## config.mk

```make
export PLATFORM = sky130hd
export DESIGN_NAME = prefix_adder
export DESIGN_NICKNAME = d
export VERILOG_FILES = /design/src/rtl/prefix_adder.sv
export SDC_FILE = /design/constraint.sdc
export NUM_CORES = 1
export LEC_CHECK = 0
export ABC_AREA = 0
export ABC_CLOCK_PERIOD_IN_PS = 2600
export BUFFER_PORTS_ARGS = -buffer_cell sky130_fd_sc_hd__buf_2
export CAP_MARGIN = 20
export CORE_ASPECT_RATIO = 1.25
export CORE_UTILIZATION = 44
export DETAILED_ROUTE_END_ITERATION = 6
export PLACE_DENSITY = 0.83
export SLEW_MARGIN = 0
export SYNTH_ARGS = -nofsm -noshare
export SYNTH_HDL_FRONTEND = slang
export SYNTH_SLANG_ARGS = --single-unit
```

## constraint.sdc

```tcl
create_clock -name vclk -period 2.6
set_clock_uncertainty 0.1 [all_clocks]
set_input_delay 0.13 -clock vclk [all_inputs]
set_output_delay 0.13 -clock vclk [all_outputs]
set_load 0.01 [all_outputs]
```

## src/rtl/prefix_adder.sv

```systemverilog
module prefix_adder #(
  parameter int W    = 32,
  parameter bit KS   = 1'b0,
  parameter bit CSEL = 1'b0
) (
  input  logic [W-1:0] a,
  input  logic [W-1:0] b,
  input  logic         cin,
  output logic [W-1:0] sum,
  output logic         cout
);
  localparam int N = W + 1;
  localparam int L = $clog2(N);

  logic [W-1:0] hg, hp;
  logic [W:0]   cy;

  assign hg = a & b;
  assign hp = a ^ b;

  genvar k, j;
  for (k = 0; k <= L; k++) begin : lvl
    logic [W:0] gv, pv;
    if (k == 0) begin : seed
      assign gv = {hg, cin};
      assign pv = {hp, 1'b0};
    end else begin : comb
      localparam int D = 1 << (k - 1);
      for (j = 0; j < N; j++) begin : node
        localparam bit ACTIVE  = KS ? (j >= D) : (((j >> (k - 1)) & 1) == 1);
        localparam int PARTNER = KS ? (j - D) : (((j >> k) << k) + D - 1);
        if (ACTIVE) begin : op
          assign gv[j] = lvl[k-1].gv[j] | (lvl[k-1].pv[j] & lvl[k-1].gv[PARTNER]);
          assign pv[j] = lvl[k-1].pv[j] & lvl[k-1].pv[PARTNER];
        end else begin : pass
          assign gv[j] = lvl[k-1].gv[j];
          assign pv[j] = lvl[k-1].pv[j];
        end
      end
    end
  end

  assign cy   = lvl[L].gv;
  assign cout = cy[W];

  if (CSEL) begin : g_select
    logic [W-1:0] cand0, cand1;
    assign cand0 = hp;
    assign cand1 = ~hp;
    for (j = 0; j < W; j++) begin : mux
      assign sum[j] = cy[j] ? cand1[j] : cand0[j];
    end
  end else begin : g_lookahead
    assign sum = hp ^ cy[W-1:0];
  end

  always_comb begin
    p_total_r1: assert ({cout, sum} == ({1'b0, a} + {1'b0, b} + {{W{1'b0}}, cin}))
      else $error("R1 total mismatch");
    p_group_prop_r1: assert (lvl[L].pv == '0)
      else $error("R1 final group propagate not cleared");
    p_carry_seed_r7: assert (cy[0] == cin)
      else $error("R7 carry into bit 0 differs from cin");
    p_cout_msb_r5: assert (cout == (hg[W-1] | (hp[W-1] & cy[W-1])))
      else $error("R5 carry-out inconsistent with top bit");
    p_propagate_r6: assert (!(&hp) || (cout == cin))
      else $error("R6 full propagate");
    p_kill_r7: assert ((|(a | b)) || ((sum == W'(cin)) && !cout))
      else $error("R7 all-zero operands");
    p_generate_r8: assert (!(&hg) || cout)
      else $error("R8 all-one operands");
  end
endmodule

```

-- Yosys cells after proc, flatten, opt, wreduce, memory -nomap -nowiden
Index checks and enable logic that the tools add are counted.
- register bits after elaboration: 0
- input port bits: 65
- logic and storage cells: 214
- bitwise operators: 214
- operators with widths (cell ; number):
    AND 1 bit ; 130
    OR 1 bit ; 81
    XOR 32 bit ; 2
    AND 32 bit ; 1

-- Depth between registers and ports, before layout
Gate-level depths: netlist of the first run.
- depth in word-level cells: 13
- gate-level depth with buffers: 11

-- Worst setup path before layout of the first run
OpenSTA, ideal clock, no wires.
- path type: input -> output
- start point: input a[16]
- end point: output sum[31]
- arrival time: 2.282 ns
- path slack: 0.088 ns
- stages: 10
- path buffers: 0
- cells stage by stage: ha_1 -> and2_4 -> a221o_1 -> a221oi_2 -> nand2_2 -> o21ai_2 -> a21oi_1 -> a21oi_1 -> fa_1 -> inv_1
- cells in the longest elaborated chain, start to end: 11
- elaborated cells between the ends (all ways): 17
- classes of those cells: bitwise (17)
- RTL lines (what ; RTL line ; RTL):
    start: declaration ; 6 ; input logic [W-1:0] a,
    XOR 32 bit ; 19 ; assign hp = a ^ b;
    AND 1 bit ; 33 ; assign gv[j] = lvl[k-1].gv[j] | (lvl[k-1].pv[j] & lvl[k-1].gv[PARTNER]);
    OR 1 bit ; 33 ;
    AND 1 bit ; 33 ;
    OR 1 bit ; 33 ;
    AND 1 bit ; 33 ;
    OR 1 bit ; 33 ;
    AND 1 bit ; 33 ;
    OR 1 bit ; 33 ;
    OR 1 bit (*) ; 33 ;
    XOR 32 bit (*) ; 54 ; assign sum = hp ^ cy[W-1:0];
    end: declaration ; 9 ; output logic [W-1:0] sum,
Mark *: on every way between the ends. The rest lies on a longest branch, timed or not.

-- Worst setup path after layout of the first run
- start point: input a[17]
- end point: output sum[31]
- cells in the longest elaborated chain, start to end: 10
- elaborated cells between the ends (all ways): 17
- classes of those cells: bitwise (17)
- RTL lines (what ; RTL line):
    AND 32 bit / XOR 32 bit (equally long branches) ; 18, 19
    AND 1 bit (on tied branches) ; 33, 34
    OR 1 bit / AND 1 bit (equally long branches) ; 33
    OR 1 bit ; 33
    AND 1 bit ; 33
    OR 1 bit ; 33
    AND 1 bit ; 33
    OR 1 bit ; 33
    OR 1 bit (*) ; 33
    XOR 32 bit (*) ; 54
Marked as above.

==> flow_metrics.env, run 1 <==
export IMPL_status="finished with violations"
export IMPL_violations="setup timing"
export IMPL_yosys_warnings=0
export IMPL_rsz0062_at_grt="yes"
export IMPL_max_slew_margin=0.802
export IMPL_p_leak_nw=1.18
export IMPL_nFlopsAndLatches=0
export IMPL_core_um2=3000
export IMPL_nClkBuffers=0
export IMPL_gr_usage_all_layers=0.219
export IMPL_grt_pass1_wl_mm=6.20
export IMPL_drt_pass1_iterations=4
export IMPL_dpl_cell_area_um2=2050
export IMPL_antenna_found_initial=0
export IMPL_cp_max_fo=3
export IMPL_drt_wirelength_per_cell_um=11.1
export IMPL_final_cell_mix="buf_2, ha_1, inv_1, buf_4, a21oi_1"
export IMPL_hold_start="b[3]"
export IMPL_final_min_clock_period_ns=2.62
export IMPL_dp_hpwl_mm=3.20
export IMPL_syn_area_um2=1410
export IMPL_antenna_left=0
export IMPL_final_nets=410
export IMPL_grt_overflow_total=0
export IMPL_port_buffers=98
export IMPL_worst_slack_ns=-0.0239
export IMPL_rows=22
export IMPL_max_freq_mhz=381
export IMPL_seq_area_um2=0
export IMPL_slew_violations=0
export IMPL_worstHoldPathCells=3
export IMPL_grt_max_degree=6
export IMPL_cts_hold_buf=0
export IMPL_final_layout_size_suffix_gt1_frac=0.476
export IMPL_critPathLaunchType="primary input"
export IMPL_synth_cells=188
export IMPL_layout_commonest_cell="buf_2"
export IMPL_crit_type="in2out"
export IMPL_drc_errors=0
export IMPL_cp_required_ns=2.37
export IMPL_maxCapViolations=0
export IMPL_cp_arrival_ns=2.39
export IMPL_pin_count=98
export IMPL_die_area_um2=3430
export IMPL_routabilityCongestion=0.801
export IMPL_end_kind="output port"
export IMPL_holdPathEnd="sum[3]"
export IMPL_hold_viol_final=0
export IMPL_start_util=0.469
export IMPL_area_growth_pct=54.4
export IMPL_peakVddDrop_uv=167
export IMPL_synthDistinctLibCells=44
export IMPL_avgSynthCellArea_um2=7.48
export IMPL_power_density_nw_per_um2=275
export IMPL_finalSetupTns_ns=-0.0239
export IMPL_die_w_um=52.6
export IMPL_min_period_over_period=1.01
export IMPL_diodes=0
export IMPL_num_vias=1783
export IMPL_postLayoutCellArea_um2=2170
export IMPL_seq_area_frac_synth=0
export IMPL_die_h_um=65.2
export IMPL_hp_class="in2out"
export IMPL_worst_slew_pin_slew_ns=0.297
export IMPL_finalWirelength_mm=3.81
export IMPL_grt_pass1_vias=1705
export IMPL_setup_viol=1
export IMPL_viasPerCell=5.20
export IMPL_drt_iter0_markers=26
export IMPL_synth_nets=289
==> synth_stat cells (2+ instances only) <==
master    instances  area share
a21oi_1          20       0.071
nand3_1           3       0.011
ha_1             30        0.27
o31a_1            2       0.012
nor2_1           14       0.037
inv_1            21       0.056
nand2_1          15       0.040
o21ai_1           3       0.011
nand4_1           2      0.0089
o21ai_0           8       0.028
xnor2_1          10       0.062
or2_2             2      0.0089
nand2b_1          3       0.013
fa_1              6       0.085
o21bai_1          3       0.016
nor3_1            5       0.018
nor2b_1           2      0.0089
xor2_1           11       0.069
a21o_1            3       0.016
==> worst max-delay path by stage <==
stage / start / endpoint / slack (ns) / cells after the start
2_1_floorplan: a[16] / sum[31] / 0.09 / 10
3_3_place_gp: a[0] / sum[31] / -0.03 / 13
3_5_place_dp: a[0] / sum[31] / -0.16 / 13
4_1_cts: a[17] / sum[31] / 0.02 / 12
5_1_grt: a[17] / sum[31] / -0.16 / 12
6_report: a[17] / sum[31] / -0.02 / 12
==> stage by stage <==
| stage | utilization | instances | total power, mW | hold slack, ns | setup slack [ns] |
|---|---|---|---|---|---|
| CTS | 0.710 | 341 | 0.587 | 0.542 | 0.0174 |
| global route | 0.724 | 343 | 0.667 | 0.568 | -0.158 |
| global placement | 0.682 | 336 | 0.554 | 0.533 | -0.0302 |
| finish | 0.724 | 343 | 0.598 | 0.538 | -0.0239 |
| floorplan | - | 188 | 0.348 | 0.348 | 0.0885 |
| detailed placement | 0.682 | 336 | 0.566 | 0.539 | -0.163 |
==> cell type report <==
type	instances	area, µm²
Fill cell	257	828
Inverter	21	78.8
Timing Repair Buffer	119	648
Multi-Input combinational cell	167	1400
Tap cell	36	45.0
==> kinds of logic after synthesis <==
group                      after synthesis  share of synthesized area
AOI/OAI and AO/OA                       56                      0.274
xor gates and xnor gates                21                      0.131
adders and majority gates               36                      0.352
buffers and inverters                   21                     0.0561
and+or+nand+nor                         54                      0.187
==> where the power goes <==
part           total, mW  internal [mW]  leakage [nW]  switching [mW]
clock                  0              0             0               0
sequential             0              0             0               0
combinational      0.598          0.292          1.18           0.306
==> worst max-delay path, cell delays in order <==
cell and delay [ns]:
buf_2 0.11, ha_4 0.23, buf_4 0.14, a221o_1 0.35
a221oi_2 0.29, nand2_2 0.10, o21ai_2 0.18, a21oi_2 0.09
a21oi_2 0.17, fa_1 0.43, inv_1 0.06, buf_2 0.11
==> timing repair <==
action / CTS / global route
gates resized for setup: 7 / 8
endpoints found under the hold margin: 0 / 0
pin swaps: 9 / 5
endpoints found under the setup margin: 2 / 6
buffers inserted: 5 / 2
==> layer usage <==
| layer | wire, µm | up-vias | GRT usage |
|---|---|---|---|
| met5 | 0 | - | 0 |
| met4 | 4 | 0 | 0.00987 |
| met3 | 225 | 2 | 0.0162 |
| met2 | 2120 | 64 | 0.454 |
| met1 | 1460 | 805 | 0.238 |
| li1 | - | 912 | - |
(Power assumes the default switching activity.)
==> run 2, diff against run 1 <==
--- a/config.mk
+++ b/config.mk
@@ -10,9 +10,11 @@
 export BUFFER_PORTS_ARGS = -buffer_cell sky130_fd_sc_hd__buf_2
 export CAP_MARGIN = 20
 export CORE_ASPECT_RATIO = 1.25
+export CORE_MARGIN = 4
 export CORE_UTILIZATION = 44
 export DETAILED_ROUTE_END_ITERATION = 6
 export PLACE_DENSITY = 0.83
+export SETUP_SLACK_MARGIN = 0.15
 export SLEW_MARGIN = 0
 export SYNTH_ARGS = -nofsm -noshare
 export SYNTH_HDL_FRONTEND = slang
==> flow_metrics.env, run 2 (synthesized netlist as in run 1, its figures left out) <==
export IMPL_nFlopsAndLatches=0
export IMPL_layout_commonest_cell="buf_2"
export IMPL_final_min_clock_period_ns=2.48
export IMPL_hp_class="in2out"
export IMPL_seq_area_um2=0
export IMPL_core_um2=3000
export IMPL_clkPwrFrac=0
export IMPL_start_util=0.469
export IMPL_cp_arrival_ns=2.25
export IMPL_grt_pass1_wl_mm=6.35
export IMPL_final_cell_mix="buf_2, ha_1, inv_1, buf_4, nand2_1"
export IMPL_cp_required_ns=2.37
export IMPL_crit_type="in2out"
export IMPL_critPathLaunchType="primary input"
export IMPL_cp_max_fo=2
export IMPL_power_density_nw_per_um2=280
export IMPL_final_layout_size_suffix_gt1_frac=0.493
export IMPL_grt_overflow_total=0
export IMPL_gr_usage_all_layers=0.179
export IMPL_dp_cells=336
export IMPL_dp_hpwl_mm=3.61
export IMPL_sw_frac_of_total=0.507
export IMPL_p_int_mw=0.307
export IMPL_die_w_um=58.6
export IMPL_grt_max_degree=6
export IMPL_end_kind="output port"
export IMPL_diodes=0
export IMPL_die_area_um2=4170
export IMPL_peakVddDrop_uv=180
export IMPL_nClkBuffers=0
export IMPL_grt_pass1_vias=1708
export IMPL_holdWs_ns=0.538
export IMPL_area_growth_pct=58.2
export IMPL_status="finished, final reports clean"
export IMPL_min_period_over_period=0.956
export IMPL_final_nets=407
export IMPL_rsz0062_at_grt="yes"
export IMPL_pin_count=98
export IMPL_drt_wirelength_per_cell_um=12.3
export IMPL_power_mw=0.624
export IMPL_postLayoutCellArea_um2=2220
export IMPL_startpoint="b[17]"
export IMPL_worst_slew_pin_slew_ns=0.269
export IMPL_finalWirelength_mm=4.17
export IMPL_port_buffers=98
export IMPL_hold_start="b[3]"
export IMPL_post_route_util=0.741
export IMPL_num_vias=1739
export IMPL_antenna_left=0
export IMPL_slew_violations=0
export IMPL_dpl_cell_area_um2=2080
export IMPL_routabilityCongestion=0.742
export IMPL_rows=22
export IMPL_drt_iter0_markers=18
export IMPL_antenna_found_initial=0
export IMPL_p_seq_frac=0
export IMPL_p_leak_nw=1.17
export IMPL_drt_pass1_iterations=2
export IMPL_max_slew_margin=0.819
export IMPL_maxCapViolations=0
export IMPL_cts_hold_buf=0
export IMPL_hold_viol_final=0
export IMPL_max_freq_mhz=403
export IMPL_drc_errors=0
export IMPL_die_h_um=71.2
export IMPL_power_frac_comb=1.000
export IMPL_instances_no_fill=340
export IMPL_viasPerCell=5.11
export IMPL_setup_viol=0
export IMPL_power_switching_mw=0.316
## run 2: repair_timing
item / CTS / global route
endpoints found under the setup margin: 6 / 12
gates resized for setup: 9 / 11
buffers inserted: 3 / 1
pin swaps: 13 / 9
## run 2: layer usage
layer  vias to the layer above  global-route usage  wire length, µm
met1                       775               0.185             1400
met5                         -                   0                0
li1                        909                   -                -
met2                        55               0.373             2400
met4                         0             0.00515                0
met3                         0              0.0342              363
## run 2: final cells by class
type	count	area [µm²]
well taps	36	45.0
fillers	255	776
repair buffers	116	644
multi-input cells	167	1460
inverters	21	78.8
## run 2: final timing paths
path              endpoint  cells after the start
setup / recovery   sum[31]                     12
hold / removal      sum[3]                      3
## run 2: through the flow
stage                     setup TNS [ns]  setup slack (ns)
after floorplan                        0             0.150
after global placement                 0            0.0102
after detailed placement         -0.0369           -0.0369
after CTS                              0             0.104
after global routing             -0.0140           -0.0140
final                                  0             0.116
## run 2: power groups by stage
| stage | Combinational [mW] | Clock (mW) | Sequential (mW) |
|---|---|---|---|
| global placement | 0.569 | 0 | 0 |
| CTS | 0.606 | 0 | 0 |
| finish | 0.624 | 0 | 0 |
| floorplan | 0.356 | 0 | 0 |
| global route | 0.693 | 0 | 0 |
| detailed placement | 0.584 | 0 | 0 |
## run 2: worst max-delay path: stages
cell and delay, ns:
buf_6 0.10, ha_4 0.23, and2_4 0.15, a221o_1 0.35, a221oi_2 0.25, nand2_2 0.08, o21ai_2 0.15, a21oi_2 0.09
a21oi_2 0.15, fa_1 0.43, inv_2 0.06, buf_6 0.09
